===== config.mk =====
export PLATFORM = sky130hd
export DESIGN_NAME = cic_demod_filter
export DESIGN_NICKNAME = d
export VERILOG_FILES = /design/src/rtl/cic_demod_pkg.sv /design/src/rtl/cic_ctrl.sv /design/src/rtl/cic_dp.sv /design/src/rtl/cic_demod_filter.sv
export SDC_FILE = /design/constraint.sdc
export NUM_CORES = 1
export LEC_CHECK = 0
export BUFFER_PORTS_ARGS = -buffer_cell sky130_fd_sc_hd__buf_2
export CAP_MARGIN = 5
export CORE_MARGIN = 2
export CORE_UTILIZATION = 55
export DETAILED_ROUTE_END_ITERATION = 8
export PLACE_DENSITY = 0.72
export REMOVE_ABC_BUFFERS = 1
export SYNTH_ARGS = -nofsm -noshare
export SYNTH_HDL_FRONTEND = slang
export SYNTH_SLANG_ARGS = --single-unit

===== constraint.sdc =====
create_clock -name clk -period 18.9 [get_ports clk]
set_input_delay 1.89 -clock clk [delete_from_list [all_inputs] [get_ports clk]]
set_output_delay 1.89 -clock clk [all_outputs]
set_load 0.01 [all_outputs]

===== src/rtl/cic_demod_pkg.sv =====
package cic_demod_pkg;

  // Order codes as seen on cfgOrder; code 3 is illegal
  typedef enum logic [1:0] {
    ORD1 = 2'd0,
    ORD2 = 2'd1,
    ORD3 = 2'd2
  } cicOrder_t;

  // Strobes from control to datapath
  typedef struct packed {
    logic clear;    // wipe filter state
    logic integ;    // accept one input bit
    logic tick;     // decimation point: comb stages advance
    logic publish;  // store a result
  } cicStb_t;

endpackage


===== src/rtl/cic_ctrl.sv =====
module cic_ctrl
  import cic_demod_pkg::*;
#(
  parameter int DEC_W   = 8,
  parameter int START_W = 8,
  parameter int OFF_W   = 16
) (
  input  logic               clk,
  input  logic               rstN,
  input  logic               cfgLoad,
  input  logic [1:0]         cfgOrder,
  input  logic [DEC_W-1:0]   cfgDecM1,
  input  logic [START_W-1:0] cfgStart,
  input  logic [OFF_W-1:0]   cfgOffset,
  input  logic               cfgSrEn,
  input  logic               runEn,
  input  logic               sampleValid,
  input  logic               evtClear,
  output cicStb_t            stb,
  output cicOrder_t          actOrder,
  output logic [OFF_W-1:0]   actOffset,
  output logic               resultFlag,
  output logic               srReq
);

  localparam int CNT_W = (DEC_W > START_W) ? DEC_W : START_W;
  localparam logic [DEC_W-1:0]   DEF_DECM1 = DEC_W'(15);
  localparam logic [START_W-1:0] DEF_START = START_W'(4);

  logic [DEC_W-1:0] actDecM1;
  logic             actSrEn;
  logic [CNT_W-1:0] downCnt;
  logic [1:0]       settleCnt;
  logic             cfgLegal;
  logic             settled;

  assign cfgLegal = (cfgOrder != 2'd3) && (cfgDecM1 > DEC_W'(3)) &&
                    (cfgDecM1 != '1) && (cfgStart >= START_W'(4));
  assign settled  = (settleCnt == (2'(actOrder) + 2'd1));

  always_comb begin
    stb.clear   = cfgLoad & cfgLegal;
    stb.integ   = sampleValid & runEn & ~cfgLoad;
    stb.tick    = stb.integ & (downCnt == '0);
    stb.publish = stb.tick & settled;
  end

  always_ff @(posedge clk or negedge rstN) begin
    if (!rstN) begin
      actOrder  <= ORD3;
      actDecM1  <= DEF_DECM1;
      actOffset <= '0;
      actSrEn   <= 1'b0;
      downCnt   <= CNT_W'(DEF_START) - CNT_W'(1);
      settleCnt <= '0;
    end else if (stb.clear) begin
      actOrder  <= cicOrder_t'(cfgOrder);
      actDecM1  <= cfgDecM1;
      actOffset <= cfgOffset;
      actSrEn   <= cfgSrEn;
      downCnt   <= CNT_W'(cfgStart) - CNT_W'(1);
      settleCnt <= '0;
    end else if (stb.integ) begin
      if (downCnt == '0) begin
        downCnt <= CNT_W'(actDecM1);
        if (!settled) settleCnt <= settleCnt + 2'd1;
      end else begin
        downCnt <= downCnt - CNT_W'(1);
      end
    end
  end

  always_ff @(posedge clk or negedge rstN) begin
    if (!rstN) begin
      resultFlag <= 1'b0;
      srReq      <= 1'b0;
    end else begin
      resultFlag <= stb.publish | (resultFlag & ~evtClear);
      srReq      <= stb.publish & actSrEn;
    end
  end

endmodule


===== src/rtl/cic_dp.sv =====
module cic_dp
  import cic_demod_pkg::*;
#(
  parameter int ACC_W   = 25,
  parameter int OFF_W   = 16,
  parameter int ORD_MAX = 3
) (
  input  logic             clk,
  input  logic             rstN,
  input  cicStb_t          stb,
  input  cicOrder_t        order,
  input  logic [OFF_W-1:0] offset,
  input  logic             sampleBit,
  output logic [ACC_W-1:0] result
);

  logic [ACC_W-1:0] integQ    [ORD_MAX];
  logic [ACC_W-1:0] integNext [ORD_MAX];
  logic [ACC_W-1:0] dlyQ      [ORD_MAX];
  logic [ACC_W-1:0] combIn    [ORD_MAX];
  logic [ACC_W-1:0] xin, tap, combOut, offExt;

  assign xin    = sampleBit ? ACC_W'(1) : '1;
  assign offExt = {{(ACC_W-OFF_W){offset[OFF_W-1]}}, offset};

  // Integrator chain: stage k adds the new value of stage k-1 in the same cycle
  always_comb begin
    logic [ACC_W-1:0] carry;
    carry = xin;
    tap   = '0;
    for (int k = 0; k < ORD_MAX; k++) begin
      carry        = integQ[k] + carry;
      integNext[k] = carry;
      if (k == int'(order)) tap = carry;
    end
  end

  // Comb chain: only the first N stages differentiate, the rest pass through
  always_comb begin
    logic [ACC_W-1:0] c;
    c = tap;
    for (int k = 0; k < ORD_MAX; k++) begin
      combIn[k] = c;
      if (k <= int'(order)) c = c - dlyQ[k];
    end
    combOut = c;
  end

  for (genvar k = 0; k < ORD_MAX; k++) begin : g_stage
    logic [ACC_W-1:0] intReg, dlyReg;
    always_ff @(posedge clk or negedge rstN) begin
      if (!rstN) begin
        intReg <= '0;
        dlyReg <= '0;
      end else if (stb.clear) begin
        intReg <= '0;
        dlyReg <= '0;
      end else begin
        if (stb.integ) intReg <= integNext[k];
        if (stb.tick)  dlyReg <= combIn[k];
      end
    end
    assign integQ[k] = intReg;
    assign dlyQ[k]   = dlyReg;
  end

  always_ff @(posedge clk or negedge rstN) begin
    if (!rstN)            result <= '0;
    else if (stb.publish) result <= combOut - offExt;
  end

endmodule


===== src/rtl/cic_demod_filter.sv =====
module cic_demod_filter
  import cic_demod_pkg::*;
#(
  parameter int DEC_W   = 8,
  parameter int START_W = 8,
  parameter int OFF_W   = 16
) (
  input  logic                   clk,
  input  logic                   rstN,
  input  logic                   cfgLoad,
  input  logic [1:0]             cfgOrder,
  input  logic [DEC_W-1:0]       cfgDecM1,
  input  logic [START_W-1:0]     cfgStart,
  input  logic [OFF_W-1:0]       cfgOffset,
  input  logic                   cfgSrEn,
  input  logic                   runEn,
  input  logic                   sampleValid,
  input  logic                   sampleBit,
  input  logic                   evtClear,
  output logic [3*DEC_W:0]       result,
  output logic                   resultFlag,
  output logic                   srReq
);

  localparam int ORD_MAX = 3;
  localparam int ACC_W   = ORD_MAX * DEC_W + 1;

  cicStb_t          stb;
  cicOrder_t        actOrder;
  logic [OFF_W-1:0] actOffset;

  cic_ctrl #(.DEC_W(DEC_W), .START_W(START_W), .OFF_W(OFF_W)) u_ctrl (
    .clk(clk), .rstN(rstN), .cfgLoad(cfgLoad), .cfgOrder(cfgOrder),
    .cfgDecM1(cfgDecM1), .cfgStart(cfgStart), .cfgOffset(cfgOffset),
    .cfgSrEn(cfgSrEn), .runEn(runEn), .sampleValid(sampleValid),
    .evtClear(evtClear), .stb(stb), .actOrder(actOrder),
    .actOffset(actOffset), .resultFlag(resultFlag), .srReq(srReq)
  );

  cic_dp #(.ACC_W(ACC_W), .OFF_W(OFF_W), .ORD_MAX(ORD_MAX)) u_dp (
    .clk(clk), .rstN(rstN), .stb(stb), .order(actOrder),
    .offset(actOffset), .sampleBit(sampleBit), .result(result)
  );

endmodule


### Word-level counts from Yosys, hierarchy flattened

Cells that the tools add are included.

* add/sub/neg operators: 11
* magnitude comparators: 4
* equal/unequal tests: 6
* muxes and demuxes: 25
* bitwise operators: 10
* reductions and logical operators: 9

Operator list (count)
* $mux 25: 18
* $sub 25x25->25: 4
* $add 25x25->25: 3
* $mux 8: 3
* $sub 8x1->8 const B: 2
* $ge 8x3->1 const B: 1
* $gt 8x2->1 const B: 1
* $logic_not 8->1: 1
* $mux 2: 4
* $ne 8x8->1 const B: 1
* $and 1x1->1: 7
* $reduce_bool 2->1: 3
* $add 2x1->2 const B: 2
* $eq 2x2->1 const A: 2
* $ne 2x2->1 const B: 2
* $logic_and 1x1->1: 3
* $reduce_and 3->1: 1
* $eq 2x2->1: 1
* $le 1x2->1 const A: 1
* $le 2x2->1 const A: 1
* $logic_not 2->1: 1
* $not 1->1: 2
* $or 1x1->1: 1

* register bits: 214
* input bits: 42

### Longest topological paths before layout

Gate-level depths: netlist (run 1).

* word-level depth: 11
* gate-level depth with buffers: 58
* mapped depth without buffers: 58

### Cells and area by module

A second synthesis (run 1) with hierarchy kept.

* cell total of the unflattened synthesis: 2063
* area, all modules: 17941.0 µm²

Modules (own cells, without submodules)
* cic_dp: times used 1, cells an instance 1888, area an instance 15845.2 µm², seq. area each 4379.2 µm²
* cic_ctrl: times used 1, cells an instance 175, area an instance 2095.8 µm², seq. area each 984.7 µm²

### Least setup slack after synthesis (run 1)

No wires, ideal clock.

* path type: input -> register
* from: input port sampleBit
* to: register u_dp.result[24]
* library setup time: 131 ps
* data arrival time: 11785 ps
* setup slack: 6984 ps
* stages: 52
* buffers on the path: 0
* cells stage by stage: inv_1 ha_1 a21o_1 a21oi_1 nor2b_1 o21a_1 o41a_1 a31o_2 xor2_1 ha_1 nand2_1 o31ai_1 a21oi_1 ha_1 and2_1 o2111a_1 o31a_1 nor3_1 (+16 left out) ha_1 a21oi_1 inv_1 a2111o_1 nand2_1 o21ai_1 or2_2 a21oi_1 xor2_1 o21ai_0 ha_1 a21o_1 a21oi_1 o21a_1 o21ai_0 xnor3_1 xnor3_1 o21ai_1

* word-level cells in the longest chain between the ends: 11
* elaborated cells between the ends (all ways): 13
* those cells by class: add/sub: 7; mux: 6

Ends and longest elaborated chain
* start: declaration: RTL line cic_demod_filter.sv:18 `input logic sampleBit,`
* $mux 25 *: RTL line cic_dp.sv:23 `assign xin = sampleBit ? ACC_W'(1) : '1;`
* $add 25x25->25 *: RTL line cic_dp.sv:32 `carry = integQ[k] + carry;`
* $add 25x25->25 / $mux 25 (equally long branches) (2 in series): RTL line cic_dp.sv:32, cic_dp.sv:34
* $mux 25 *: RTL line cic_dp.sv:34 `if (k == int'(order)) tap = carry;`
* $sub 25x25->25 *: RTL line cic_dp.sv:44 `if (k <= int'(order)) c = c - dlyQ[k];`
* $sub 25x25->25: RTL line cic_dp.sv:44
* $mux 25 *: RTL line cic_dp.sv:44
* $sub 25x25->25: RTL line cic_dp.sv:44
* $mux 25 *: RTL line cic_dp.sv:44
* $sub 25x25->25 *: RTL line cic_dp.sv:69 `else if (stb.publish) result <= combOut - offExt;`
* end signal: assignment: RTL line cic_dp.sv:69
* end: declaration: RTL line cic_dp.sv:14 `output logic [ACC_W-1:0] result`

Every way passes the cells marked *; elsewhere a longest branch is shown, timed or not.
A chain may end at the register's enable or synchronous reset.

### Final worst setup path (run 1)

Ends and elaborated chain as after synthesis.

==> results.yml, run 1 <==
status:
  outcome: "finished, final reports clean"
logic_synthesis:
  synth-seq-cells: 214
  synth_top_area_cell: "dfrtp_1"
  synthFlopType: "dfrtp_1"
  synth.distinct_cells: 78
  yosys_warnings: 0
  yosysTopAreaCellShare: 0.2979
  seq_area_frac_synth: 0.3085
  syn_area_per_cell_um2: 8.279
  synth_area_leaders: "dfrtp_1 30%, ha_1 13%, o21ai_0 6.2%"
  async_reset_ff_frac: 1.000
  synth_cells: 2100
  syn_area_um2: 17390
  synth_edf_count: 0
sta:
  fin_crit_sh: 0.6792
  finalClockSkew_ps: 9.224
  hold_viol_final: 0
  fin_crit_ps: 12840
  setup_viol: 0
  maxSlewViolCount: 0
  relSlewSlack: 0.3254
  fin_setup_tns_ps: 0
  tightest_slew_ps: 1011
  rsz0062_at_grt: "no"
  fmax_mhz: 77.91
cells_and_area:
  final_common_cell: "nand2_1"
  nNetsFinal: 2357
  drive_gt1_frac: 0.08643
  mostFrequentLayoutCells: "279 x nand2_1, 214 x o21ai_0, 207 x dfrtp_1"
  num_antenna_cells: 0
  area_growth_pct: 9.650
  fillers: 2735
critical_path:
  crit_slowest_cell: "o31ai_1"
  cp-endpoint: "u_dp.result[24]"
  reg2reg_depth: 53
  worst-path-stages: 56
  reg2reg_from: "u_dp.g_stage[0].intReg[1]"
  path_buf_inv: 4
  cp.arrival_ps: 13250
  cp_top_family: "compound AO/OA/AOI/OAI gates"
  r2r_setup_slack_ps: 7500
  cp-start-kind: "input port"
  worstPathRequired_ps: 19310
  worstSetupEndpointType: "flip-flop"
  r2r_end: "u_dp.result[24]"
  slowest_delay_ps: 490
  startpoint: "sampleBit"
  path_max_fanout: 25
  cpMostUsedCell: "ha_1"
  crit_type: "input port to flip-flop"
drt:
  vias: 15030
  routedWlPerCell_um: 15.65
  vias_per_cell: 5.884
  routed_wirelength_mm: 39.97
  dr.pass1.iters: 5
  drc: 0
  ant_nets: 0
  drt_iter0_drc: 939
floorplan:
  rows: 65
  die_h_um: 181.8
  io_pins: 69
  die_width_um: 181.8
  start_util: 0.5553
  core_area_um2: 31310
  dieArea_um2: 33050
grt:
  grt-ovfl-total: 0
  grt_pass1_wl_mm: 68.23
  antenna_found_initial: 0
  grt_util_all_layers: 0.2426
  grt_pass1_vias: 14520
  grt_start_max_net_pins: 89
placement:
  gp_congestion: 0.9535
  dp_hpwl_mm: 27.83
  io_buffer_count: 68
job:
  drv_cap: 0
clocking:
  cts_made_buffers: 27
  cts_max_level: 1
  path_clk_slew_ps: 60
  cts.root.buffer_cell: "clkbuf_16"
  cts_hold_buf: 0
  clock-sinks: 214
  post_cts_resized: 0
  clock_path_buffers: 3
  insertion_delay_ps: 540
  tritoncts: "yes"
  postCtsSetupRepairBufs: 0
hold_path:
  hold_class: "flip-flop to flip-flop"
==> worst min-delay path, stage by stage (launching register included) <==
cell     delay, ps
dfrtp_1        340
nand2_1         40
o21ai_0         60
==> cells in the mapped netlist, drive strengths merged (13+ instances only) <==
master	count
o21ai	223
nor2b	20
and3	15
xor2	61
o22ai	16
a21o	72
a21boi	13
nand3	49
nand2b	23
buf	13
mux2	14
nor3	34
o31ai	42
a21oi	137
inv	171
a22o	33
nand2	280
a31oi	18
o21a	23
xnor2	90
dfrtp	207
ha	177
a22oi	15
clkbuf	69
a211oi	13
nor2	106
==> cell type report <==
type                       count  area, um2  share of cell area
tap                          402      503.0             0.02638
inverter                     171      641.9             0.03367
clock inverter                15      210.2             0.01103
clock buffer                  35      745.7             0.03912
timing repair buffer          84      470.5             0.02468
sequential                   214       5364              0.2814
multi-input combinational   1633      11130              0.5838
==> routing by layer <==
layer / wire (um) / vias to the layer above / track usage
met5: 0 / - / 0
met4: 912 / 0 / 0.06407
met3: 1753 / 75 / 0.02848
met2: 18770 / 333 / 0.4291
met1: 18530 / 7099 / 0.3146
li1: - / 7520 / -
==> worst min path at each step <==
stage / to / from / cells past startpoint / slack, ps
floorplan: u_dp.g_stage[2].dlyReg[21] / u_dp.g_stage[2].dlyReg[21] / 2 / 450
global placement: u_dp.result[10] / u_dp.result[10] / 2 / 450
detailed placement: u_dp.result[12] / u_dp.result[12] / 2 / 470
CTS: u_dp.result[17] / u_dp.result[17] / 2 / 480
global route: u_dp.result[10] / u_dp.result[10] / 2 / 500
finish: u_dp.result[22] / u_dp.result[22] / 2 / 470
==> metrics by stage <==
step / cells / setup WS [ps] / instance area [um2] / hold slack (ps) / util
finish: 2554 / 6064 / 19060 / 472.1 / 0.6089
global route: 2554 / 5327 / 19060 / 495.3 / 0.6089
CTS: 2554 / 6319 / 19060 / 478.4 / 0.6089
detailed placement: 2504 / 5844 / 18110 / 465.2 / 0.5783
global placement: 2504 / 6165 / 18110 / 454.5 / 0.5783
floorplan: 2018 / 6803 / 17080 / 449.8 / -
==> registers in the layout, summed over array words and instances, names as in the netlist, 2 cells and up <==
signal,flops
u_ctrl.actOrder,2
u_ctrl.downCnt,8
u_ctrl.actDecM1,8
u_dp.g_stage.dlyReg,75
u_dp.g_stage.intReg,75
u_ctrl.actOffset,16
u_ctrl.settleCnt,2
u_dp.result,25
==> cells by family after synthesis <==
group	after synthesis	synth area share
buffers and inverters	253	0.05462
multiplexers	25	0.01540
AND/OR/NAND/NOR	576	0.1475
AO/OA/AOI/OAI	695	0.2594
adder cells (fa/ha/maj)	184	0.1354
flip-flops	214	0.3085
XOR/XNOR	153	0.07909
Power of run 1 is left out: the tool's default activity adds up to more than one toggle a clock period on the data nets, which glitch-free logic cannot reach.
==> inputs of run 2 (changes only) <==
--- a/config.mk
+++ b/config.mk
@@ -5,6 +5,7 @@
 export SDC_FILE = /design/constraint.sdc
 export NUM_CORES = 1
 export LEC_CHECK = 0
+export ABC_AREA = 1
 export BUFFER_PORTS_ARGS = -buffer_cell sky130_fd_sc_hd__buf_2
 export CAP_MARGIN = 5
 export CORE_MARGIN = 2
==> constraint.sdc (replaced) <==
create_clock -name clk -period 13 [get_ports clk]
set_input_delay 1.3 -clock clk [delete_from_list [all_inputs] [get_ports clk]]
set_output_delay 1.3 -clock clk [all_outputs]
set_load 0.01 [all_outputs]
==> results.yml, run 2 <==
floorplan:
  die_width_um: 185.3
  die_h_um: 185.3
  core_area_um2: 32450
  rows: 66
  start_util: 0.5569
  io_pins: 69
  dieArea_um2: 34330
logic_synthesis:
  syn_area_per_cell_um2: 7.209
  synth_common_cells: "520 x nand2_1, 374 x inv_1, 232 x o21ai_0"
  async_reset_ff_frac: 1.000
  synth_cells: 2507
  synth.distinct_cells: 66
  synthXorXnorAreaFrac: 0.05033
  syn_area_um2: 18070
  yosys.area_share.simple: 0.2142
  synth_edf_count: 0
  yosys_warnings: 0
  synthAdderAreaFrac: 0.1303
  synth_compound_area_frac: 0.2130
  yosysTopAreaCellShare: 0.2866
  yosysMostFrequentCell: "nand2_1"
  synth_area_leaders: "dfrtp_1 29%, ha_1 12%, nand2_1 11%"
  synthFlopType: "dfrtp_1"
  synth_top_area_cell: "dfrtp_1"
  seq_area_frac_synth: 0.2968
  muxShareOfSynthArea: 0.0005538
  synth_top_family_by_area: "simple AND/OR/NAND/NOR gates"
  synth-seq-cells: 214
sta:
  hold_viol_final: 0
  setup_viol: 0
  fin_crit_sh: 0.9212
  rsz0062_at_grt: "no"
  finalClockSkew_ps: 18.23
  fin_crit_ps: 11980
  maxSlewViolCount: 0
  setup_ws_ps: 1024
  fmax_mhz: 83.50
  tightest_slew_ps: 1086
  relSlewSlack: 0.2751
  fin_setup_tns_ps: 0
drt:
  drc: 0
  dr.pass1.iters: 6
  vias: 17310
  vias_per_cell: 5.721
  drt_iter0_drc: 1395
  ant_nets: 0
  routedWlPerCell_um: 17.33
  routed_wirelength_mm: 52.42
cells_and_area:
  area_growth_pct: 9.630
  fillers: 3148
  largestRegisters: "u_dp.g_stage.dlyReg x75, u_dp.g_stage.intReg x75, u_dp.result x25"
  drive_gt1_frac: 0.09369
  mostFrequentLayoutCells: "520 x nand2_1, 372 x inv_1, 232 x o21ai_0"
  num_antenna_cells: 0
  fin_cells: 3025
  final_common_cell: "nand2_1"
  nNetsFinal: 2789
  utilization: 0.6105
placement:
  io_buffer_count: 68
  dp_hpwl_mm: 40.35
  place_inst: 2974
  gp_congestion: 0.9833
  pre_cts_slack_ps: 352.4
critical_path:
  crit_type: "input port to flip-flop"
  cp-start-kind: "input port"
  crit_slowest_cell: "fa_1"
  cp.arrival_ps: 12400
  slowest_delay_ps: 430
  reg2reg_from: "u_dp.g_stage[0].intReg[0]"
  r2r_end: "u_dp.result[24]"
  cpMostUsedCell: "nand2_1"
  r2r_setup_slack_ps: 1710
  path_max_fanout: 13
  worstSetupEndpointType: "flip-flop"
  reg2reg_depth: 62
  worstPathRequired_ps: 13420
hold_path:
  hold_end: "u_ctrl.actDecM1[1]"
  hold_path_depth: 2
  min-delay-start: "u_ctrl.actDecM1[1]"
  hold_class: "flip-flop to flip-flop"
clocking:
  clock-sinks: 214
  tritoncts: "yes"
  cts.root.buffer_cell: "clkbuf_16"
  path_clk_slew_ps: 60
  insertion_delay_ps: 540
  cts_hold_buf: 0
  cts_max_level: 1
  clock_path_buffers: 3
  cts_made_buffers: 27
status:
  outcome: "finished, final reports clean"
job:
  drv_cap: 0
grt:
  met3_usage: 0.03578
  grt_pass1_vias: 16340
  grt_start_max_net_pins: 97
  grt_busiest_layer: "met2"
  grt_util_all_layers: 0.3082
  grt-ovfl-total: 0
  met1_usage: 0.4541
  antenna_found_initial: 0
  grt_pass1_wl_mm: 84.48
  grt_use_met2: 0.4818
-- run 2: cell types whose count changed after synthesis, sizes merged, moves of 21 or more --
cell,delta
inv,+213
nand3,+75
or2,+23
nand2b,-23
o22ai,+36
a21oi,+71
nor2,+22
clkbuf,-25
o31ai,-41
nand2,+255
a22o,-21
o21ai,+57
xnor2,-61
a21o,-55
-- run 2: worst max-delay path by stage --
stage	startpoint	to	slack [ps]	depth (start not counted)
2_1_floorplan	sampleBit	u_dp.result[24]	2200	61
3_3_place_gp	sampleBit	u_dp.result[24]	300	64
3_5_place_dp	sampleBit	u_dp.result[24]	350	63
4_1_cts	sampleBit	u_dp.result[24]	890	63
5_1_grt	sampleBit	u_dp.result[24]	10	64
6_report	sampleBit	u_dp.result[24]	1020	65
-- run 2: through the flow --
stage | hold WS [ps] | area, um2
floorplan | 447.9 | 17810
global placement | 453.7 | 18850
detailed placement | 457.8 | 18850
CTS | 468.1 | 19770
global route | 502.7 | 19810
finish | 470.0 | 19810
-- run 2: logic make-up (layout without fill, tap and decap cells) --
| logic type | count (synthesis) | count (layout) |
|---|---|---|
| XOR/XNOR | 103 | 103 |
| adder cells (fa/ha/maj) | 184 | 184 |
| AO/OA/AOI/OAI | 669 | 669 |
| flip-flops | 214 | 214 |
| AND/OR/NAND/NOR | 891 | 891 |
| buffers and inverters | 445 | 521 |
| multiplexers | 1 | 1 |
-- run 2: repair_timing --
item / CTS / global route
setup buffers: 0 / 2
endpoints found under the setup margin: 0 / 1
hold endpoints to repair: 0 / 0
gates resized for setup: 0 / 3
-- run 2: area by class of cell --
type,count,area (um2),area share
clock inverters,14,177.7,0.008967
clock buffers,35,745.7,0.03764
well taps,442,553.0,0.02791
inverters,386,1453,0.07331
flip-flops and latches,214,5364,0.2707
multi-input cells,1848,11020,0.5563
repair buffers,86,498.0,0.02513
-- run 2: worst max-delay path: cells and delay by family --
kind	cells	cell delay, ps
AOI/OAI and AO/OA	15	2590
xor gates and xnor gates	5	1000
adders and majority gates	7	2620
buffers and inverters	8	710
and+or+nand+nor	30	4160
-- run 2: metal layers --
metal	vias to the layer above	routed length [um]	share of wire
met4	0	1049	0.020
li1	8522	-	-
met3	64	3125	0.060
met1	8221	25580	0.49
met5	-	0	0
met2	500	22670	0.43
Power of run 2 is left out for the same reason.
